===== config.mk =====
export PLATFORM = sky130hd
export DESIGN_NAME = instr_cycle_seq
export DESIGN_NICKNAME = d
export VERILOG_FILES = /design/src/rtl/isq_pkg.sv /design/src/rtl/isq_rst_sync.sv /design/src/rtl/isq_phase_gen.sv /design/src/rtl/isq_word_reg.sv /design/src/rtl/isq_flow_ctrl.sv /design/src/rtl/instr_cycle_seq.sv
export SDC_FILE = /design/constraint.sdc
export NUM_CORES = 1
export LEC_CHECK = 0
export CELL_PAD_IN_SITES_DETAIL_PLACEMENT = 0
export CELL_PAD_IN_SITES_GLOBAL_PLACEMENT = 2
export CORE_MARGIN = 2
export CORE_UTILIZATION = 23
export DETAILED_ROUTE_END_ITERATION = 8
export PLACE_DENSITY = 0.84
export SLEW_MARGIN = 20
export SYNTH_ARGS = -nofsm -noshare
export SYNTH_HDL_FRONTEND = slang
export SYNTH_SLANG_ARGS = --single-unit

===== constraint.sdc =====
create_clock -name clk -period 1 [get_ports clk]
set_input_delay 0.1 -clock clk [delete_from_list [all_inputs] [get_ports clk]]
set_output_delay 0.1 -clock clk [all_outputs]
set_load 0.02 [all_outputs]

===== src/rtl/isq_pkg.sv =====
package isq_pkg;
  typedef enum logic [2:0] {
    CLS_SINGLE  = 3'd0,
    CLS_DOUBLE  = 3'd1,
    CLS_SKIP    = 3'd2,
    CLS_BRANCH  = 3'd3,
    CLS_DBRANCH = 3'd4
  } op_class_e;
endpackage


===== src/rtl/isq_rst_sync.sv =====
module isq_rst_sync #(
  parameter int STAGES = 2
) (
  input  logic clk,
  input  logic rst_n,
  output logic rst_int_n
);
  logic [STAGES-1:0] sync_q;
  logic [STAGES-1:0] sync_d;

  always_comb begin
    sync_d = {sync_q[STAGES-2:0], 1'b1};
  end

  always_ff @(posedge clk or negedge rst_n) begin
    if (!rst_n) sync_q <= '0;
    else        sync_q <= sync_d;
  end

  assign rst_int_n = sync_q[STAGES-1];
endmodule


===== src/rtl/isq_phase_gen.sv =====
module isq_phase_gen #(
  parameter int PHASES = 4,
  localparam int PH_W = $clog2(PHASES)
) (
  input  logic            clk,
  input  logic            rst_n,
  output logic [PH_W-1:0] phase,
  output logic            last_phase
);
  logic [PH_W-1:0] phase_q;
  logic [PH_W-1:0] phase_d;

  assign last_phase = (phase_q == PH_W'(PHASES - 1));

  always_comb begin
    if (last_phase) phase_d = '0;
    else            phase_d = phase_q + PH_W'(1);
  end

  always_ff @(posedge clk or negedge rst_n) begin
    if (!rst_n) phase_q <= '0;
    else        phase_q <= phase_d;
  end

  assign phase = phase_q;


  phase_step_chk: assert property (@(posedge clk) disable iff (!rst_n)
    !last_phase |=> (phase_q == $past(phase_q) + PH_W'(1)));
endmodule


===== src/rtl/isq_word_reg.sv =====
module isq_word_reg #(
  parameter int WORD_W   = 16,
  parameter int PREFIX_W = 4
) (
  input  logic              clk,
  input  logic              rst_n,
  input  logic              load_en,
  input  logic [WORD_W-1:0] word_in,
  output logic [WORD_W-1:0] word_out,
  output logic              prefix_ones
);
  logic [WORD_W-1:0] ir_q;
  logic [WORD_W-1:0] ir_d;

  always_comb begin
    ir_d = ir_q;
    if (load_en) ir_d = word_in;
  end

  always_ff @(posedge clk or negedge rst_n) begin
    if (!rst_n) ir_q <= '0;
    else        ir_q <= ir_d;
  end

  assign word_out    = ir_q;
  assign prefix_ones = &ir_q[WORD_W-1 -: PREFIX_W];


  ir_hold_chk: assert property (@(posedge clk) disable iff (!rst_n)
    !load_en |=> $stable(ir_q));
endmodule


===== src/rtl/isq_flow_ctrl.sv =====
module isq_flow_ctrl
  import isq_pkg::*;
(
  input  logic       clk,
  input  logic       rst_n,
  input  logic       last_phase,
  input  logic       prefix_ones,
  input  logic [2:0] op_class,
  input  logic       cond_true,
  output logic       exec_en,
  output logic       bubble,
  output logic       pc_inc,
  output logic       pc_load
);
  logic flush_q, flush_d;
  logic cont_q,  cont_d;
  logic dbr_q,   dbr_d;
  logic first_word;
  logic taken;
  logic skip_taken;
  logic is_double;

  assign exec_en    = !flush_q && (cont_q || !prefix_ones);
  assign bubble     = !exec_en;
  assign first_word = exec_en && !cont_q;
  assign is_double  = (op_class == CLS_DOUBLE) || (op_class == CLS_DBRANCH);
  assign skip_taken = first_word && (op_class == CLS_SKIP) && cond_true;
  assign taken      = (first_word && (op_class == CLS_BRANCH) && cond_true)
                    || (cont_q && dbr_q);

  assign pc_load = last_phase && taken;
  assign pc_inc  = last_phase && !taken;

  always_comb begin
    flush_d = flush_q;
    cont_d  = cont_q;
    dbr_d   = dbr_q;
    if (last_phase) begin
      flush_d = taken || skip_taken;
      cont_d  = first_word && is_double;
      dbr_d   = first_word && (op_class == CLS_DBRANCH);
    end
  end

  always_ff @(posedge clk or negedge rst_n) begin
    if (!rst_n) begin
      flush_q <= 1'b1;
      cont_q  <= 1'b0;
      dbr_q   <= 1'b0;
    end else begin
      flush_q <= flush_d;
      cont_q  <= cont_d;
      dbr_q   <= dbr_d;
    end
  end


  pc_quiet_after_fetch_chk: assert property (@(posedge clk) disable iff (!rst_n)
    last_phase |=> !(pc_inc || pc_load));


  flush_after_load_chk: assert property (@(posedge clk) disable iff (!rst_n)
    pc_load |=> bubble);


  slot_stable_chk: assert property (@(posedge clk) disable iff (!rst_n)
    !last_phase |=> $stable(exec_en));


  skip_flush_chk: assert property (@(posedge clk) disable iff (!rst_n)
    (last_phase && skip_taken) |=> bubble);


  dbranch_cont_chk: assert property (@(posedge clk) disable iff (!rst_n)
    (last_phase && first_word && op_class == CLS_DBRANCH) |=> exec_en);
endmodule


===== src/rtl/instr_cycle_seq.sv =====
module instr_cycle_seq #(
  parameter int WORD_W   = 16,
  parameter int PREFIX_W = 4,
  parameter int PHASES   = 4,
  parameter int CLS_W    = 3,
  localparam int PH_W    = $clog2(PHASES)
) (
  input  logic              clk,
  input  logic              rst_n,
  input  logic [WORD_W-1:0] fetch_word,
  input  logic [CLS_W-1:0]  op_class,
  input  logic              cond_true,
  output logic [PH_W-1:0]   phase,
  output logic              exec_en,
  output logic              bubble,
  output logic              pc_inc,
  output logic              pc_load,
  output logic [WORD_W-1:0] ir_word
);
  logic rst_int_n;
  logic last_phase;
  logic prefix_ones;

  isq_rst_sync #(.STAGES(2)) rst_sync_i (
    .clk       (clk),
    .rst_n     (rst_n),
    .rst_int_n (rst_int_n)
  );

  isq_phase_gen #(.PHASES(PHASES)) phase_gen_i (
    .clk        (clk),
    .rst_n      (rst_int_n),
    .phase      (phase),
    .last_phase (last_phase)
  );

  isq_word_reg #(.WORD_W(WORD_W), .PREFIX_W(PREFIX_W)) word_reg_i (
    .clk         (clk),
    .rst_n       (rst_int_n),
    .load_en     (last_phase),
    .word_in     (fetch_word),
    .word_out    (ir_word),
    .prefix_ones (prefix_ones)
  );

  isq_flow_ctrl flow_ctrl_i (
    .clk         (clk),
    .rst_n       (rst_int_n),
    .last_phase  (last_phase),
    .prefix_ones (prefix_ones),
    .op_class    (op_class),
    .cond_true   (cond_true),
    .exec_en     (exec_en),
    .bubble      (bubble),
    .pc_inc      (pc_inc),
    .pc_load     (pc_load)
  );
endmodule


=== After elaboration in Yosys (flattened, before gate mapping) ===
Cells that the tools add are included.

* Equal/unequal tests: 5
* Reductions and logical operators: 21
* Add/subtract/negate cells: 1
* Muxes and demuxes: 1

{| class="wikitable"
|+ Operator list
! cell !! count
|-
| $logic_and 1x1->1 || 11
|-
| $eq 3x2->1 const B || 2
|-
| $logic_not 1->1 || 5
|-
| $logic_or 1x1->1 || 4
|-
| $reduce_and 4->1 || 1
|-
| $eq 3x1->1 const B || 1
|-
| $eq 3x3->1 const B || 1
|-
| $add 2x1->2 const B || 1
|-
| $eq 2x2->1 const B || 1
|-
| $mux 2 || 1
|}

* Register bits: 23
* Logic and storage cells: 34
* Output and inout port bits: 22
* Input bits: 22

=== Depth between registers and ports, before layout ===
Gate-level depths: netlist (run 1).

* Depth in word-level cells: 10
* Gate-level depth with buffers: 5

=== Hierarchy ===
A second synthesis (run 1) with hierarchy kept.

* Cell total of the unflattened synthesis: 63
* Area total of the unflattened synthesis: 973.4 um^2

{| class="wikitable"
|+ By module, submodules not included
! module !! seq. area each (um^2) !! area an instance (um^2) !! instances !! cells an instance
|-
| isq_word_reg || 400.4 || 658.1 || 1 || 35
|-
| isq_flow_ctrl || 76.3 || 195.2 || 1 || 21
|-
| isq_phase_gen || 50.0 || 66.3 || 1 || 4
|-
| isq_rst_sync || 50.0 || 53.8 || 1 || 3
|}

=== Worst setup path after synthesis (run 1) ===
Ideal clock, no wire load.

* Path type: register -> output
* Start point: register phase_gen_i.phase_q[0] (netlist: phase_gen_i.phase[0])
* End point: output pc_load
* Stages on the path, launching flop included: 5
* Data required time: 900 ps
* Buffers on the path: 2
* Slack: -384 ps
* Arrival: 1,284 ps
* Cell sequence: dfrtp_1 ha_1 buf_6 buf_6 a21boi_1

* Word-level cells in the longest chain between the ends: 2

{| class="wikitable"
|+ Ends and longest elaborated chain
! element !! RTL line !! RTL
|-
| from (decl) || isq_phase_gen.sv:10 || <nowiki>logic [PH_W-1:0] phase_q;</nowiki>
|-
| from (signal assigned) || isq_phase_gen.sv:22 || <nowiki>else phase_q <= phase_d;</nowiki>
|-
| $eq 2x2->1 || isq_phase_gen.sv:13 || <nowiki>assign last_phase = (phase_q == PH_W'(PHASES - 1));</nowiki>
|-
| $logic_and 1x1->1 || isq_flow_ctrl.sv:31 || <nowiki>assign pc_load = last_phase && taken;</nowiki>
|-
| to (decl) || instr_cycle_seq.sv:17 || <nowiki>output logic pc_load,</nowiki>
|}

Every way passes these cells.

=== Worst setup path after layout (run 1) ===
* Start point: register phase_gen_i.phase_q[0] (netlist: phase_gen_i.phase[0])
* End point: register word_reg_i.ir_q[5] (netlist: word_reg_i.word_out[5])

* Word-level cells in the longest chain between the ends: 1

{| class="wikitable"
|+ Ends and longest elaborated chain
! element !! RTL line !! RTL
|-
| $eq 2x2->1 || isq_phase_gen.sv:13 ||
|-
| to (signal assigned) || isq_word_reg.sv:22 || <nowiki>else ir_q <= ir_d;</nowiki>
|-
| to (decl) || isq_word_reg.sv:12 || <nowiki>logic [WORD_W-1:0] ir_q;</nowiki>
|}

Every way passes these cells.
A chain may end at the register's enable or synchronous reset.

==> summary.txt, run 1 <==
status - finished, violations left
failing checks - negative setup slack
Sw Ratio - 0.235
Worst path max stage delay - 0.44 ns
Final Max Slew Viols - 0
crit end category - flip-flop
total net switching power - 0.454 mW
number of fill cells - 395
clock-pin slew of the registers on the worst-case setup and hold paths - 0.08 ns
crit start category - flip-flop
synthesized instance count - 66
VDD IR max - 0.000624 V
Via density - 4.11
clk sinks - 23
fin crit share - 1.41
root buffer cell - clkbuf_8
I/O Buffers - 43
Yosys cell types - 23
post-synth top area share - 0.557
grt ovf - 0
Final Wtd Congestion - 0.785
Initial Util - 0.244
die footprint - 4840 sq um
synth cell count leaders - dfrtp_1, mux2_4, mux2_2
Clock Latency Late Sink - 0.26 ns
final hold vios - 0
global-route wire length before repair - 3940 um
Logic pwr share - 0.187
Pwr Total - 1.93 mW
Synthesized Nets - 89
clk_skew - 0.0102 ns
Syn Area/Cell - 15.0 sq um
DRT Pass-1 Iters - 4
DR vias - 765
Synth Register Bits - 23
critical path data arrival time - 1.55 ns
antenna-violating nets left - 0
Clk pwr share - 0.294
Synth area leaders - dfrtp_1, mux2_4, mux2_2
n_diodes - 0
I/O pins - 44
core box area - 4060 sq um
power per standard cell area - 1100 nW/um^2
Die H - 69.6 um
PnR worst setup slack - -0.410 ns
chip width - 69.6 um
vias in the first global route - 895
Total GRT Usage - 0.102
layout cells sized above 1 - 0.610
Final min period - 1.41 ns
Post-Place Setup Slack - -0.797 ns
count leader, synth - dfrtp_1
Layout area overhead - 77.2%
critical-path cell list - ha_4 -> buf_4 -> bufbuf_16 -> mux2_2
Fmax - 709 MHz
Hold Path Class - flip-flop to asynchronous set/reset pin
Max FO, Critical Path - 6
Pleak - 0.786 nW
initial antenna violation count - 0
Internal - 1.48 mW
Ys Warns - 0
htree depth - 1
largest net degree at the start of global routing - 13
RSZ-0062 raised after global routing - yes
critical path required time - 1.14 ns
deepest clock path buffer count - 2
Post-synth ARST share - 1.00
DRT iter0 DRCs - 14
post-synthesis cell area - 988 sq um
NumNets Final - 160
Post-synth top flop - dfrtp_1
cell taking the most area after synthesis - dfrtp_1
Detailed Place HPWL - 1720 um
post-layout util - 0.432
max_cap viols - 0
Flop pwr share - 0.519
WL per Instance - 12.4 um
row cnt - 23
Post-synth EDFFs - 0
Setup Crit Path Kind - flip-flop to flip-flop
WL final - 2300 um
total CTS buffers - 3
CP max stage cell - dfrtp_2
drt drc - 0
CTS tree - built
post-synthesis sequential area ratio - 0.584
Finish-stage setup viols - 27
## worst max-delay path, delay by kind of cell, from the launching register on
| family | cells | cell delay (ns) |
|---|---|---|
| DFF | 1 | 0.44 |
| buffers and inverters | 2 | 0.42 |
| muxes | 1 | 0.26 |
| adders and majority gates | 1 | 0.18 |
## per-layer routing
metal  vias up  track usage  wire, um
met5         -            0         0
met4         0       0.0196         0
met3         0       0.0392       214
met2        31        0.190      1200
met1       368        0.109       887
li1        366            -         -
## path summary, 6_finish.rpt
check / slack [ns] / end / depth (start not counted) / start
hold / removal: 0.18 / flow_ctrl_i.dbr_q$_DFFE_PN0P_ / 1 / rst_sync_i.sync_q[1]$_DFF_PN0_
hold reg to reg: 0.18 / flow_ctrl_i.dbr_q$_DFFE_PN0P_ / 1 / rst_sync_i.sync_q[1]$_DFF_PN0_
setup / recovery: -0.41 / word_reg_i.word_out[5]$_DFFE_PN0P_ / 4 / phase_gen_i.phase[0]$_DFF_PN0_
min in group clk: 0.36 / rst_sync_i.sync_q[1]$_DFF_PN0_ / 0 / rst_sync_i.sync_q[0]$_DFF_PN0_
setup reg to reg: -0.41 / word_reg_i.word_out[5]$_DFFE_PN0P_ / 4 / phase_gen_i.phase[0]$_DFF_PN0_
max in group asynchronous: 0.34 / rst_sync_i.sync_q[1]$_DFF_PN0_ / 2 / rst_n
## logic make-up (layout without fill, tap and decap cells)
group / Yosys count / in the layout / share of synthesized area
simple gates: 15 / 15 / 0.0798
flops: 23 / 23 / 0.584
xor+xnor: 1 / 1 / 0.00886
buf+inv: 5 / 75 / 0.0506
compound gates: 4 / 4 / 0.0367
mux: 16 / 16 / 0.224
other cells: 1 / 1 / 0.00379
fa+ha+maj: 1 / 1 / 0.0127
## sequential cells by signal, summed over array words and instances (netlist names)
signal and flops:
flow_ctrl_i.cont_q 1, phase_gen_i.phase 2, flow_ctrl_i.flush_q 1, word_reg_i.word_out 16
flow_ctrl_i.dbr_q 1, rst_sync_i.sync_q 2
## through the flow
stage,hold WS [ns],TNS [ns],instances,area (sq um)
after global placement,0.174,-8.33,174,1620
final,0.181,-7.89,186,1750
after global routing,0.228,-9.19,186,1750
after CTS,0.193,-8.01,185,1720
after detailed placement,0.187,-8.83,174,1620
after floorplan,-0.196,-4.67,66,1020
## power by group through the flow
stage	Clock, mW	Combinational (mW)	Sequential [mW]
after CTS	0.591	0.361	1.00
after detailed placement	0	0.363	1.02
after floorplan	0	0.0811	1.07
after global routing	0.652	0.393	1.01
final	0.568	0.362	1.00
after global placement	0	0.357	1.02
## placed cells by master, fill, tap and decap left out, types with 2 or more instances in the layout
master,instances
clkdlybuf4s50_1,21
dfrtp_1,20
buf_4,17
buf_6,15
buf_2,12
mux2_4,11
nor2_2,5
mux2_2,5
clkbuf_8,3
nand4_1,2
nand2_2,2
inv_1,2
dfrtp_2,2
## cell type report
| cell class | instances | area, sq um | area share |
|---|---|---|---|
| Clock buffer | 4 | 45.0 | 0.0257 |
| Inverter | 2 | 7.51 | 0.00429 |
| Sequential cell | 23 | 579 | 0.331 |
| Timing Repair Buffer | 69 | 644 | 0.368 |
| Multi-Input combinational cell | 38 | 413 | 0.236 |
| Tap cell | 50 | 62.6 | 0.0357 |
## repair_timing
action	4_1_cts	5_1_grt
pin swaps	5	1
gates resized for setup	116	8
buffers inserted	7	3
gates cloned	1	0
hold buffers	1	0
endpoints found under the hold margin	2	0
endpoints found under the setup margin	42	30
Note: power is estimated with default switching activity, not from simulation.
==> run 2: changes to the inputs <==
- CORE_UTILIZATION: 23 -> 24
- CTS_BUF_LIST: unset -> sky130_fd_sc_hd__clkbuf_8
- PLACE_DENSITY: 0.84 -> 0.87
==> run 2 against run 1 <==
Compared with the run above:
- the run still ends with negative setup slack left
- critical path depth stayed put
- die area is 3.9% lower
- critical endpoint is now pc_inc
- combinational power is 2% higher
- largest cell class unchanged
- register-to-register slack better by 0.12 ns
- worst setup slack better by 0.046 ns
- largest power group unchanged
- clock skew is 0.0088 ns lower
==> summary.txt, run 2 (same netlist as run 1, synthesis figures left out) <==
final hold vios - 0
Pleak - 0.779 nW
core box area - 3970 sq um
drt drc - 0
failing checks - negative setup slack
PnR worst setup slack - -0.364 ns
Pwr Total - 1.94 mW
crit end category - primary output
clk_skew - 0.00142 ns
root buffer cell - clkbuf_8
RSZ-0062 raised after global routing - yes
Finish-stage setup viols - 29
power per standard cell area - 1120 nW/um^2
Final Max Slew Viols - 0
worst reg-to-reg path cell count - 4
fin cells - 185
Final Wtd Congestion - 0.616
R2R setup slack - -0.29 ns
DRT Pass-1 Iters - 2
clk sinks - 23
htree depth - 1
Total GRT Usage - 0.106
I/O Buffers - 43
die footprint - 4650 sq um
most common cell after layout, fill and taps aside - clkdlybuf4s50_1
Crit path buffers/inverters - 1
fin crit share - 1.36
Reg-to-Reg End - word_reg_i.word_out[2]$_DFFE_PN0P_
n_diodes - 0
antenna-violating nets left - 0
placed cells - 173
deepest clock path buffer count - 2
I/O pins - 44
CTS tree - built
DR vias - 750
max_cap viols - 0
Worst path max stage delay - 0.39 ns
status - finished, violations left
most used cell, CP - nand4_1
Detailed Place HPWL - 1720 um
Hold Path Class - flip-flop to asynchronous set/reset pin
Layout area overhead - 75.8%
vias in the first global route - 788
total CTS buffers - 3
WL final - 2430 um
global-route wire length before repair - 3590 um
largest net degree at the start of global routing - 22
CP max stage cell - dfrtp_1
Fmax - 733 MHz
critical-path cell list - nand4_1 -> nand4_1 -> and3_4 -> buf_6
NumNets Final - 159
grt ovf - 0
critical path data arrival time - 1.26 ns
Fin Setup TNS - -5.53 ns
most frequent cells in the layout - clkdlybuf4s50_1, dfrtp_1, buf_4, buf_6, buf_2
Clock Latency Late Sink - 0.26 ns
Setup Crit Path Kind - flip-flop to primary output
Via density - 4.05
max reg flops - 16
initial antenna violation count - 0
chip width - 68.2 um
WL per Instance - 13.1 um
Initial Util - 0.249
row cnt - 23
critical path required time - 0.90 ns
Final min period - 1.36 ns
Worst path top cell family by delay - simple AND/OR/NAND/NOR gates
layout cells sized above 1 - 0.600
clock-pin slew of the registers on the worst-case setup and hold paths - 0.08 ns
DRT iter0 DRCs - 7
Max FO, Critical Path - 3
R2R Path Start - phase_gen_i.phase[1]$_DFF_PN0_
VDD IR max - 0.000543 V
crit start category - flip-flop
Die H - 68.2 um
[run 2: metrics by stage]
stage / utilization / cell area, sq um / hold WS (ns) / worst slack (ns)
6_report: 0.438 / 1740 / 0.181 / -0.364
5_1_grt: 0.438 / 1740 / 0.206 / -0.466
4_1_cts: 0.415 / 1650 / 0.189 / -0.388
3_5_place_dp: 0.402 / 1600 / 0.180 / -0.787
3_3_place_gp: 0.402 / 1600 / 0.177 / -0.747
2_1_floorplan: - / 1020 / -0.196 / -0.293
[run 2: power breakdown]
group | internal [mW] | switching (mW) | total [mW]
logic | 0.220 | 0.148 | 0.368
registers | 0.976 | 0.0261 | 1.00
clock network | 0.278 | 0.291 | 0.569
[run 2: layout make-up]
type,count,area (sq um)
clock buffer,3,41.3
clock inverter,1,5.00
fill,380,2230
inverter,2,7.51
multi-input combinational,38,407
sequential,23,581
tap,50,62.6
timing repair buffer,68,634
[run 2: timing repair]
action	CTS	global route
endpoints found under the hold margin	2	0
resized for setup	114	10
hold buffers	1	0
pin swaps	5	4
cloned	0	2
setup endpoints to repair	42	30
setup buffers	3	5
[run 2: worst max-delay path by stage]
stage	endpoint	startpoint	depth (start not counted)	slack (ns)
6_report	pc_inc	word_reg_i.word_out[14]$_DFFE_PN0P_	4	-0.36
3_5_place_dp	pc_load	op_class[1]	5	-0.79
4_1_cts	pc_inc	word_reg_i.word_out[14]$_DFFE_PN0P_	4	-0.39
3_3_place_gp	pc_inc	op_class[2]	5	-0.75
2_1_floorplan	word_reg_i.word_out[0]$_DFFE_PN0P_	phase_gen_i.phase[0]$_DFF_PN0_	4	-0.29
5_1_grt	pc_load	flow_ctrl_i.cont_q$_DFFE_PN0P_	4	-0.47
[run 2: per-layer routing]
metal / track usage / wire length [um] / up-vias
met5: 0 / 0 / -
met4: 0.0300 / 0 / 0
met3: 0.0197 / 160 / 0
met2: 0.199 / 1210 / 32
met1: 0.121 / 1060 / 350
li1: - / - / 368
==> run 3: changes to the inputs <==
- CTS_CLUSTER_DIAMETER: unset -> 120
- RECOVER_POWER: unset -> 50
==> run 3 against run 2 <==
Compared with the run above:
- the flow still finishes with violations (negative setup slack)
- non-clock buffer count did not move
- die area unchanged
- core utilization fell by 0.19 points
==> summary.txt, run 3 (same netlist as run 1, synthesis figures left out) <==
die footprint - 4650 sq um
DR vias - 750
clk sinks - 23
VDD IR max - 0.000543 V
Layout area overhead - 75.1%
grt ovf - 0
NumNets Final - 159
fin crit share - 1.36
chip width - 68.2 um
post-layout util - 0.436
vias in the first global route - 788
max reg flops - 16
RSZ-0062 raised after global routing - yes
power per standard cell area - 1120 nW/um^2
drt drc - 0
largest net degree at the start of global routing - 22
crit start category - flip-flop
WL met1 - 1050 um
critical path required time - 0.90 ns
DRT iter0 DRCs - 7
total CTS buffers - 3
clk_skew - 0.00166 ns
Worst Max-Slew Pin Slew - 0.593 ns
clock-pin slew of the registers on the worst-case setup and hold paths - 0.08 ns
R2R setup slack - -0.29 ns
PnR worst setup slack - -0.364 ns
CP max stage cell - dfrtp_1
Total GRT Usage - 0.106
I/O pins - 44
antenna-violating nets left - 0
Detailed Place HPWL - 1720 um
met3 wire len - 160 um
Clock Latency Late Sink - 0.26 ns
most common cell after layout, fill and taps aside - clkdlybuf4s50_1
Final Max Slew Viols - 0
initial antenna violation count - 0
most frequent cells in the layout - clkdlybuf4s50_1, dfrtp_1, buf_4, buf_6, buf_2
Fmax - 733 MHz
Setup Crit Path Kind - flip-flop to primary output
CTS tree - built
Pwr Total - 1.94 mW
Reg-to-Reg End - word_reg_i.word_out[2]$_DFFE_PN0P_
deepest clock path buffer count - 2
WL per Instance - 13.1 um
Fin Setup TNS - -5.53 ns
root buffer cell - clkbuf_8
critical path data arrival time - 1.26 ns
n_diodes - 0
final hold vios - 0
placed cells - 173
Die H - 68.2 um
row cnt - 23
most used cell, CP - nand4_1
core box area - 3970 sq um
Final Wtd Congestion - 0.616
status - finished, violations left
Worst path max stage delay - 0.39 ns
worst reg-to-reg path cell count - 4
Worst Hold Slack - 0.308 ns
R2R Path Start - phase_gen_i.phase[1]$_DFF_PN0_
Pleak - 0.771 nW
Initial Util - 0.249
DRT Pass-1 Iters - 2
layout cells sized above 1 - 0.585
fin cells - 185
I/O Buffers - 43
critical-path cell list - nand4_1 -> nand4_1 -> and3_4 -> buf_6
crit end category - primary output
failing checks - negative setup slack
Top Metal Used - met3
Finish-stage setup viols - 29
htree depth - 1
Max FO, Critical Path - 3
met2 wire length - 1210 um
Final min period - 1.36 ns
WL final - 2430 um
max_cap viols - 0
Rel. slew slack - 0.605
Hold Path Class - flip-flop to asynchronous set/reset pin
global-route wire length before repair - 3590 um
Via density - 4.05
run 3: cell count changes in the layout (fill, tap and decap cells not counted), sizes merged:
cell    previous run  this run
clkbuf             4         6
buf               45        43
run 3: through the flow:
step,instance area [sq um],worst slack [ns]
4_1_cts,1650,-0.388
5_1_grt,1730,-0.466
3_3_place_gp,1600,-0.747
6_report,1730,-0.364
2_1_floorplan,1020,-0.293
3_5_place_dp,1600,-0.787
run 3: layout make-up:
| cell class | count | area (sq um) |
|---|---|---|
| clock buffer | 3 | 41.3 |
| clock inverter | 1 | 5.00 |
| fill | 381 | 2240 |
| inverter | 2 | 7.51 |
| multi-input combinational | 38 | 407 |
| sequential | 23 | 581 |
| tap | 50 | 62.6 |
| timing repair buffer | 68 | 627 |
run 3: routing by layer:
layer / up-vias / track usage
met5: - / 0
met4: 0 / 0.0300
met3: 0 / 0.0197
met2: 32 / 0.199
met1: 350 / 0.121
li1: 368 / -
run 3: repair_timing:
action	in CTS	in global routing
setup buffers	3	5
gates resized for setup	114	10
gates cloned	0	2
pin swaps	5	4
hold buffers	1	0
endpoints found under the setup margin	42	30
hold endpoints to repair	2	0
run 3: where the power goes:
part,total [mW],internal (mW),switching (mW)
combinational,0.364,0.217,0.148
clock,0.569,0.278,0.291
sequential,1.00,0.976,0.0260
total,1.94,1.47,0.465
run 3: worst max-delay path: cells and delay by family (launching register included):
| kind | cells | cell delay [ns] |
|---|---|---|
| and+or+nand+nor | 3 | 0.50 |
| DFF | 1 | 0.39 |
| buffers and inverters | 1 | 0.12 |
run 3: worst max-delay path by stage:
stage / endpoint / cells past startpoint / startpoint / slack (ns)
6_report: pc_inc / 4 / word_reg_i.word_out[14]$_DFFE_PN0P_ / -0.36
5_1_grt: pc_load / 4 / flow_ctrl_i.cont_q$_DFFE_PN0P_ / -0.47
4_1_cts: pc_inc / 4 / word_reg_i.word_out[14]$_DFFE_PN0P_ / -0.39
3_5_place_dp: pc_load / 5 / op_class[1] / -0.79
3_3_place_gp: pc_inc / 5 / op_class[2] / -0.75
2_1_floorplan: word_reg_i.word_out[0]$_DFFE_PN0P_ / 4 / phase_gen_i.phase[0]$_DFF_PN0_ / -0.29
